`src/rtl/lid_pkg.sv`:
```
package lid_pkg;

    parameter int REG_W   = 4;
    parameter int ADDR_W  = 16;
    localparam int NUM_REGS = 1 << REG_W;

    typedef enum logic [1:0] {
        K_ALU   = 2'd0,
        K_LOAD  = 2'd1,
        K_STORE = 2'd2
    } uop_kind_e;

    typedef struct packed {
        uop_kind_e           kind;
        logic                s0_en;
        logic [REG_W-1:0]    s0;
        logic                s1_en;
        logic [REG_W-1:0]    s1;
        logic                dst_en;
        logic [REG_W-1:0]    dst;
        logic [ADDR_W-1:0]   addr;
    } uop_t;

    typedef enum logic [1:0] {
        ST_IDLE = 2'd0,
        ST_SCAN = 2'd1,
        ST_LOOP = 2'd2
    } scan_state_e;

    function automatic logic [NUM_REGS-1:0] reg_bit(input logic [REG_W-1:0] r);
        logic [NUM_REGS-1:0] v;
        v = '0;
        v[r] = 1'b1;
        return v;
    endfunction

endpackage

```
`src/rtl/lid_body_ram.sv`:
```
module lid_body_ram
    import lid_pkg::*;
#(
    parameter int N_ENT = 8,
    localparam int IDX_W = (N_ENT > 1) ? $clog2(N_ENT) : 1
) (
    input  logic             clk,
    input  logic             rst,
    input  logic             we,
    input  logic [IDX_W-1:0] widx,
    input  uop_t             wdata,
    output uop_t             body_o [N_ENT]
);

    uop_t slots_q [N_ENT];

    generate
        for (genvar g = 0; g < N_ENT; g++) begin : g_slot
            always_ff @(posedge clk) begin
                if (rst) begin
                    slots_q[g] <= '0;
                end else if (we && (int'(widx) == g)) begin
                    slots_q[g] <= wdata;
                end
            end
            assign body_o[g] = slots_q[g];
        end
    endgenerate

endmodule

```
`src/rtl/lid_scan.sv`:
```
module lid_scan
    import lid_pkg::*;
#(
    parameter int N_ENT     = 8,
    parameter int RLT_DEPTH = 2,
    localparam int LEN_W    = $clog2(N_ENT + 1),
    localparam int FILL_W   = $clog2(RLT_DEPTH + 1)
) (
    input  logic                 clk,
    input  logic                 rst,
    input  uop_t                 body [N_ENT],
    input  logic [LEN_W-1:0]     len,
    input  logic                 start,
    input  logic                 leave,
    output logic                 idle_o,
    output logic                 loop_o,
    output logic                 clr_o,
    output logic [N_ENT-1:0]     red_o,
    output logic [RLT_DEPTH-1:0] alloc_we,
    output logic [ADDR_W-1:0]    alloc_addr [RLT_DEPTH]
);

    scan_state_e         state_q;
    logic [N_ENT-1:0]    red_q;
    logic [N_ENT-1:0]    gain;
    logic [N_ENT-1:0]    in_body;
    logic [NUM_REGS-1:0] stable;
    logic [FILL_W-1:0]   fill_q;
    logic [FILL_W-1:0]   fill_nx;
    logic [LEN_W-1:0]    pass_q;

    // Slots inside the body
    always_comb begin
        for (int i = 0; i < N_ENT; i++) begin
            in_body[i] = (i < int'(len));
        end
    end

    // A register is stable when every in-body writer is already marked
    always_comb begin
        stable = '1;
        for (int i = 0; i < N_ENT; i++) begin
            if (in_body[i] && body[i].dst_en && !red_q[i]) begin
                stable = stable & ~reg_bit(body[i].dst);
            end
        end
    end

    // New markings of this pass, loads limited by table room
    always_comb begin
        int fill_v;
        logic ok;
        gain     = '0;
        alloc_we = '0;
        for (int k = 0; k < RLT_DEPTH; k++) alloc_addr[k] = '0;
        fill_v   = int'(fill_q);
        for (int i = 0; i < N_ENT; i++) begin
            ok = in_body[i] && !red_q[i] && body[i].dst_en
                 && (body[i].kind != K_STORE)
                 && (!body[i].s0_en || stable[body[i].s0])
                 && (!body[i].s1_en || stable[body[i].s1]);
            if (ok && body[i].kind == K_LOAD) begin
                if (fill_v < RLT_DEPTH) begin
                    alloc_we[fill_v]   = (state_q == ST_SCAN);
                    alloc_addr[fill_v] = body[i].addr;
                    fill_v = fill_v + 1;
                end else begin
                    ok = 1'b0;
                end
            end
            gain[i] = ok;
        end
        fill_nx = FILL_W'(fill_v);
    end

    always_ff @(posedge clk) begin
        if (rst) begin
            state_q <= ST_IDLE;
            red_q   <= '0;
            fill_q  <= '0;
            pass_q  <= '0;
        end else begin
            case (state_q)
                ST_IDLE: begin
                    if (start) begin
                        state_q <= ST_SCAN;
                        red_q   <= '0;
                        fill_q  <= '0;
                        pass_q  <= '0;
                    end
                end
                ST_SCAN: begin
                    red_q  <= red_q | gain;
                    fill_q <= fill_nx;
                    pass_q <= pass_q + 1'b1;
                    if ((gain == '0) || (int'(pass_q) + 1 >= int'(len))) begin
                        state_q <= ST_LOOP;
                    end
                end
                ST_LOOP: begin
                    if (leave) begin
                        state_q <= ST_IDLE;
                        red_q   <= '0;
                        fill_q  <= '0;
                    end
                end
                default: state_q <= ST_IDLE;
            endcase
        end
    end

    assign idle_o = (state_q == ST_IDLE);
    assign loop_o = (state_q == ST_LOOP);
    assign clr_o  = ((state_q == ST_IDLE) && start) || ((state_q == ST_LOOP) && leave);
    assign red_o  = red_q;

    // markings only grow while the analysis runs
    p_marks_grow_r2: assert property (@(posedge clk) disable iff (rst)
        (state_q == ST_SCAN) |=> ((red_q & $past(red_q)) == $past(red_q)));

    // a stored STORE slot never carries a marking
    generate
        for (genvar g = 0; g < N_ENT; g++) begin : g_chk
            p_store_unmarked_r4: assert property (@(posedge clk) disable iff (rst)
                red_q[g] |-> (body[g].kind != K_STORE));
        end
    endgenerate

endmodule

```
`src/rtl/lid_rlt.sv`:
```
module lid_rlt
    import lid_pkg::*;
#(
    parameter int RLT_DEPTH = 2
) (
    input  logic                 clk,
    input  logic                 rst,
    input  logic                 clr,
    input  logic [RLT_DEPTH-1:0] alloc_we,
    input  logic [ADDR_W-1:0]    alloc_addr [RLT_DEPTH],
    input  logic                 chk_en,
    input  logic                 st_valid,
    input  logic [ADDR_W-1:0]    st_addr,
    output logic                 hit_o,
    output logic [RLT_DEPTH-1:0] occ_o
);

    logic [RLT_DEPTH-1:0] vld_q;
    logic [ADDR_W-1:0]    addr_q [RLT_DEPTH];
    logic [RLT_DEPTH-1:0] match;

    generate
        for (genvar k = 0; k < RLT_DEPTH; k++) begin : g_way
            always_ff @(posedge clk) begin
                if (rst || clr) begin
                    vld_q[k]  <= 1'b0;
                    addr_q[k] <= '0;
                end else if (alloc_we[k]) begin
                    vld_q[k]  <= 1'b1;
                    addr_q[k] <= alloc_addr[k];
                end
            end
            assign match[k] = vld_q[k] && (addr_q[k] == st_addr);
        end
    endgenerate

    assign hit_o = chk_en && st_valid && (match != '0);
    assign occ_o = vld_q;

    // slots fill from the bottom without holes
    p_fill_ordered_r6: assert property (@(posedge clk) disable iff (rst)
        ((vld_q & (vld_q + 1'b1)) == '0));

endmodule

```
`src/rtl/loop_invariant_detector.sv`:
```
module loop_invariant_detector
    import lid_pkg::*;
#(
    parameter int N_ENT     = 8,
    parameter int RLT_DEPTH = 2,
    localparam int IDX_W    = (N_ENT > 1) ? $clog2(N_ENT) : 1,
    localparam int LEN_W    = $clog2(N_ENT + 1)
) (
    input  logic                clk,
    input  logic                rst,
    input  logic                wr_en,
    input  logic [IDX_W-1:0]    wr_idx,
    input  logic [1:0]          wr_kind,
    input  logic                wr_src0_en,
    input  logic [REG_W-1:0]    wr_src0,
    input  logic                wr_src1_en,
    input  logic [REG_W-1:0]    wr_src1,
    input  logic                wr_dst_en,
    input  logic [REG_W-1:0]    wr_dst,
    input  logic [ADDR_W-1:0]   wr_addr,
    input  logic [LEN_W-1:0]    body_len,
    input  logic                start,
    input  logic                loop_end,
    input  logic                st_valid,
    input  logic [ADDR_W-1:0]   st_addr,
    output logic                loop_mode,
    output logic [N_ENT-1:0]    red_mask,
    output logic [NUM_REGS-1:0] pin_mask,
    output logic                flush_req,
    output logic                restore_req
);

    uop_t                 wdata;
    uop_t                 body [N_ENT];
    logic                 idle;
    logic                 in_loop;
    logic                 clr;
    logic                 hit;
    logic                 leave;
    logic [N_ENT-1:0]     red;
    logic [N_ENT-1:0]     red_loads;
    logic [RLT_DEPTH-1:0] alloc_we;
    logic [ADDR_W-1:0]    alloc_addr [RLT_DEPTH];
    logic [RLT_DEPTH-1:0] occ;

    always_comb begin
        wdata.kind   = uop_kind_e'(wr_kind);
        wdata.s0_en  = wr_src0_en;
        wdata.s0     = wr_src0;
        wdata.s1_en  = wr_src1_en;
        wdata.s1     = wr_src1;
        wdata.dst_en = wr_dst_en;
        wdata.dst    = wr_dst;
        wdata.addr   = wr_addr;
    end

    lid_body_ram #(.N_ENT(N_ENT)) u_body (
        .clk    (clk),
        .rst    (rst),
        .we     (wr_en && idle),
        .widx   (wr_idx),
        .wdata  (wdata),
        .body_o (body)
    );

    lid_scan #(.N_ENT(N_ENT), .RLT_DEPTH(RLT_DEPTH)) u_scan (
        .clk        (clk),
        .rst        (rst),
        .body       (body),
        .len        (body_len),
        .start      (start),
        .leave      (leave),
        .idle_o     (idle),
        .loop_o     (in_loop),
        .clr_o      (clr),
        .red_o      (red),
        .alloc_we   (alloc_we),
        .alloc_addr (alloc_addr)
    );

    lid_rlt #(.RLT_DEPTH(RLT_DEPTH)) u_rlt (
        .clk        (clk),
        .rst        (rst),
        .clr        (clr),
        .alloc_we   (alloc_we),
        .alloc_addr (alloc_addr),
        .chk_en     (in_loop),
        .st_valid   (st_valid),
        .st_addr    (st_addr),
        .hit_o      (hit),
        .occ_o      (occ)
    );

    assign leave = in_loop && (hit || loop_end);

    always_ff @(posedge clk) begin
        if (rst) begin
            flush_req   <= 1'b0;
            restore_req <= 1'b0;
        end else begin
            flush_req   <= hit;
            restore_req <= leave;
        end
    end

    always_comb begin
        pin_mask  = '0;
        red_loads = '0;
        for (int i = 0; i < N_ENT; i++) begin
            if (in_loop && red[i] && body[i].dst_en) begin
                pin_mask = pin_mask | reg_bit(body[i].dst);
            end
            red_loads[i] = red[i] && (body[i].kind == K_LOAD);
        end
    end

    assign loop_mode = in_loop;
    assign red_mask  = in_loop ? red : '0;

    // every marked load holds exactly one table slot
    p_table_matches_loads_r6: assert property (@(posedge clk) disable iff (rst)
        in_loop |-> ($countones(red_loads) == $countones(occ)));

    // a conflict flush is a single cycle and loop mode is already over
    p_flush_single_r7: assert property (@(posedge clk) disable iff (rst)
        flush_req |=> !flush_req);
    p_flush_outside_loop_r7: assert property (@(posedge clk) disable iff (rst)
        flush_req |-> (!loop_mode && restore_req));

    // leaving loop mode always comes with a restore request
    p_restore_on_exit_r9: assert property (@(posedge clk) disable iff (rst)
        $fell(in_loop) |-> restore_req);

endmodule

```
`config.mk`:
```
export PLATFORM = sky130hd
export DESIGN_NAME = loop_invariant_detector
export DESIGN_NICKNAME = d
export VERILOG_FILES = /design/src/rtl/lid_pkg.sv /design/src/rtl/lid_body_ram.sv /design/src/rtl/lid_scan.sv /design/src/rtl/lid_rlt.sv /design/src/rtl/loop_invariant_detector.sv
export SDC_FILE = /design/constraint.sdc
export NUM_CORES = 1
export LEC_CHECK = 0
export BUFFER_PORTS_ARGS = -buffer_cell sky130_fd_sc_hd__buf_2
export CAP_MARGIN = 5
export CORE_UTILIZATION = 40
export CTS_BUF_LIST = sky130_fd_sc_hd__clkbuf_8 sky130_fd_sc_hd__clkbuf_16
export CTS_CLUSTER_SIZE = 14
export DETAILED_ROUTE_END_ITERATION = 8
export MAX_ROUTING_LAYER = met4
export PLACE_DENSITY = 0.53
export SLEW_MARGIN = 30
export SYNTH_ARGS = -nofsm -noshare
export SYNTH_HDL_FRONTEND = slang
export SYNTH_SLANG_ARGS = --single-unit
```
`constraint.sdc`:
```
create_clock -name clk -period 15.2 [get_ports clk]
set_clock_uncertainty 0.2 [all_clocks]
set_input_delay 3.8 -clock clk [delete_from_list [all_inputs] [get_ports clk]]
set_output_delay 3.8 -clock clk [all_outputs]
set_load 0.02 [all_outputs]
```
==> run_results.csv <==
group,metric,value,unit
yosys,synth_area,21020,um2
setup_path,critPathCaptureType,"flop",
placed_design,dpl_cell_area,22260,um2
pwr,peakVddDrop,0.07764,mV
placed_design,hpwl,60.22,mm
clock_tree,hold_buffers,0,
clock_tree,cts-htree-levels,2,
placed_design,gp_congestion,1.021,
global_routing,antenna_found_initial,2,
yosys,synth_edf_count,296,
setup_path,cp_slowest_cell,"or4_1",
yosys,async_reset_ff_share,0,%
finish,post-route-util,45.52,%
timing,final.setup.tns,0,ps
finish,layout-drive-gt1-share,13.67,%
timing,setup_slack,1022,ps
timing,slew_violations,0,
timing,holdWs,266.8,ps
clock_tree,clkLatencyLatePin,570,ps
outcome,status,"completed",
yosys,synth_flop_cell,"edfxtp_1",
global_routing,grt_pass1_wl,121.7,mm
setup_path,critical_path.most_common_cell,"ha_1",
finish,final_cell_mix,"edfxtp_1, and2_1, nand2_1, nor2_1, buf_2",
worst_hold_path,whs_path_depth,2,
yosys,syn_avg_cell_area,9.944,um2
placed_design,dp.cells,2796,
global_routing,track_usage,32.16,%
timing,final.min_clock_period,14180,ps
timing,period_share,93.28,%
clock_tree,cts_buffers,39,
drt,wire_per_inst,29.32,um
drt,drt_iter0_drc,2084,
timing,setup_violations,0,
global_routing,grt_max_degree,37,
floorplan,rows,83,
setup_path,cp_max_fo,23,
finish,final_cells,2869,
worst_hold_path,hp-class,"flop to flop",
drt,vias_per_cell,6.437,
floorplan,die_h,231.3,um
flow_run,max_cap_violations,0,
clock_tree,cts_tree,"done",
yosys,netlist-cell-type-count,94,
yosys,synth-seq-area-share,44.19,%
yosys,syn_inst,2114,
finish,fillers,4905,
setup_path,critPathKind,"input pin to flop",
drt,num_vias,18470,
setup_path,reg2reg_depth,35,
clock_tree,cts_max_path_buffers,3,
drt,drc,0,
finish,fin_nets,2252,
setup_path,start_kind,"input pin",
setup_path,cp.arrival,14320,ps
drt,antenna_left,0,
finish,fin_area,23500,um2
global_routing,grt-ovfl-total,0,
timing,fmax,0.07053,GHz
pwr,p_total,2.283,mW
placed_design,port_buffers,88,
clock_tree,cts_resized,0,
clock_tree,cts.sinks,316,
timing,rsz0062_at_grt,"false",
floorplan,design.die.area,53480,um2
clock_tree,postCtsSetupBuffers,0,
pwr,p_leak,8.543,nW
global_routing,grt_pass1_vias,17540,
timing,final-hold-violation-count,0,
drt,routed_wl,84.12,mm
yosys,ys_ff_latch,316,
floorplan,initial_utilization,40.73,%
clock_tree,clock-root-buffer,"clkbuf_16",
yosys,syn_nets,2208,
yosys,synth_warnings,0,
setup_path,slowest_delay,770,ps
pwr,pwr_density_cell,97.16,nW/um2
timing,worst_pin_slew,1033,ps
floorplan,die_x,231.3,um
finish,final_common_cell,"edfxtp_1",
finish,area_delta_synth_final,11.76,%
floorplan,io_pins,89,
clock_tree,clk_pin_slew_worst_paths,60,ps
timing,slew_headroom,30.94,%
placed_design,preCtsSetupSlack,791.8,ps
setup_path,critPathRequiredTime,15340,ps
drt,drtPass1Iterations,6,
floorplan,fp.coreArea,51610,um2
[routing by layer]
layer	part of all wire, %	track usage (%)	vias to the layer above
li1	-	-	8159
met1	47	47.02	9305
met2	43	46.84	886
met3	8.0	4.343	118
met4	2.1	7.554	0
met5	0	-	-
[kinds of logic after synthesis]
family	share of synthesized area, %
and+or+nand+nor	26.41
AOI/OAI and AO/OA	15.59
DFF	44.19
buffers and inverters	3.880
muxes	6.577
xor gates and xnor gates	1.458
adders and majority gates	1.905
[final timing paths]
check	slack, ps	startpoint	to
worst max-delay path	1020	body_len[3]	u_rlt.addr_q[0][2]
worst min-delay path	270	u_rlt.occ_o[1]	u_rlt.occ_o[1]
worst max register to register	3960	u_body.slots_q[0][83]	u_rlt.addr_q[0][2]
worst min register to register	270	u_rlt.occ_o[1]	u_rlt.occ_o[1]
[power by group]
part	internal, mW	total, mW	switching [mW]	leakage [nW]
registers	1.00	1.06	0.0519	3.25
logic	0.105	0.326	0.221	4.66
clock network	0.516	0.900	0.384	0.624
[Yosys cell counts (51+ instances only)]
cell type,instances,area (um2)
and2_1,290,1814
clkbuf_1,98,367.9
edfxtp_1,296,8889
inv_1,71,266.5
nand2_1,153,574.3
nand3_1,84,420.4
nand4_1,51,319.1
nor2_1,107,401.6
nor2b_1,51,319.1
nor3_1,53,265.3
o211ai_1,57,427.9
o22ai_1,73,456.7
[critical path, delay by kind of cell]
family          cells  cell delay (ps)
buf+inv             4              540
compound gates     12             3020
simple gates       12             4410
fa+ha+maj           6             1750
mux                 2              780
[registers in the layout (all words and copies together) (netlist names)]
| register | cells |
|---|---|
| flush_req | 1 |
| u_scan.red_o | 8 |
| u_scan.state_q | 2 |
| u_rlt.occ_o | 2 |
| u_scan.pass_q | 4 |
| restore_req | 1 |
| u_rlt.addr_q | 32 |
| u_scan.fill_q | 2 |
| u_body.slots_q | 264 |
[final cells by class]
type	count	area, um2	share of cell area, %
Clock inverter	28	186.4	0.7935
Sequential cell	316	9289	39.54
Multi-Input combinational cell	1595	11070	47.10
Inverter	71	266.5	1.134
Tap cell	680	850.8	3.621
Timing Repair Buffer	135	813.3	3.462
Clock buffer	42	1017	4.330
Antenna cell	2	5.005	0.02130
Note: power is estimated with default switching activity, not from simulation.
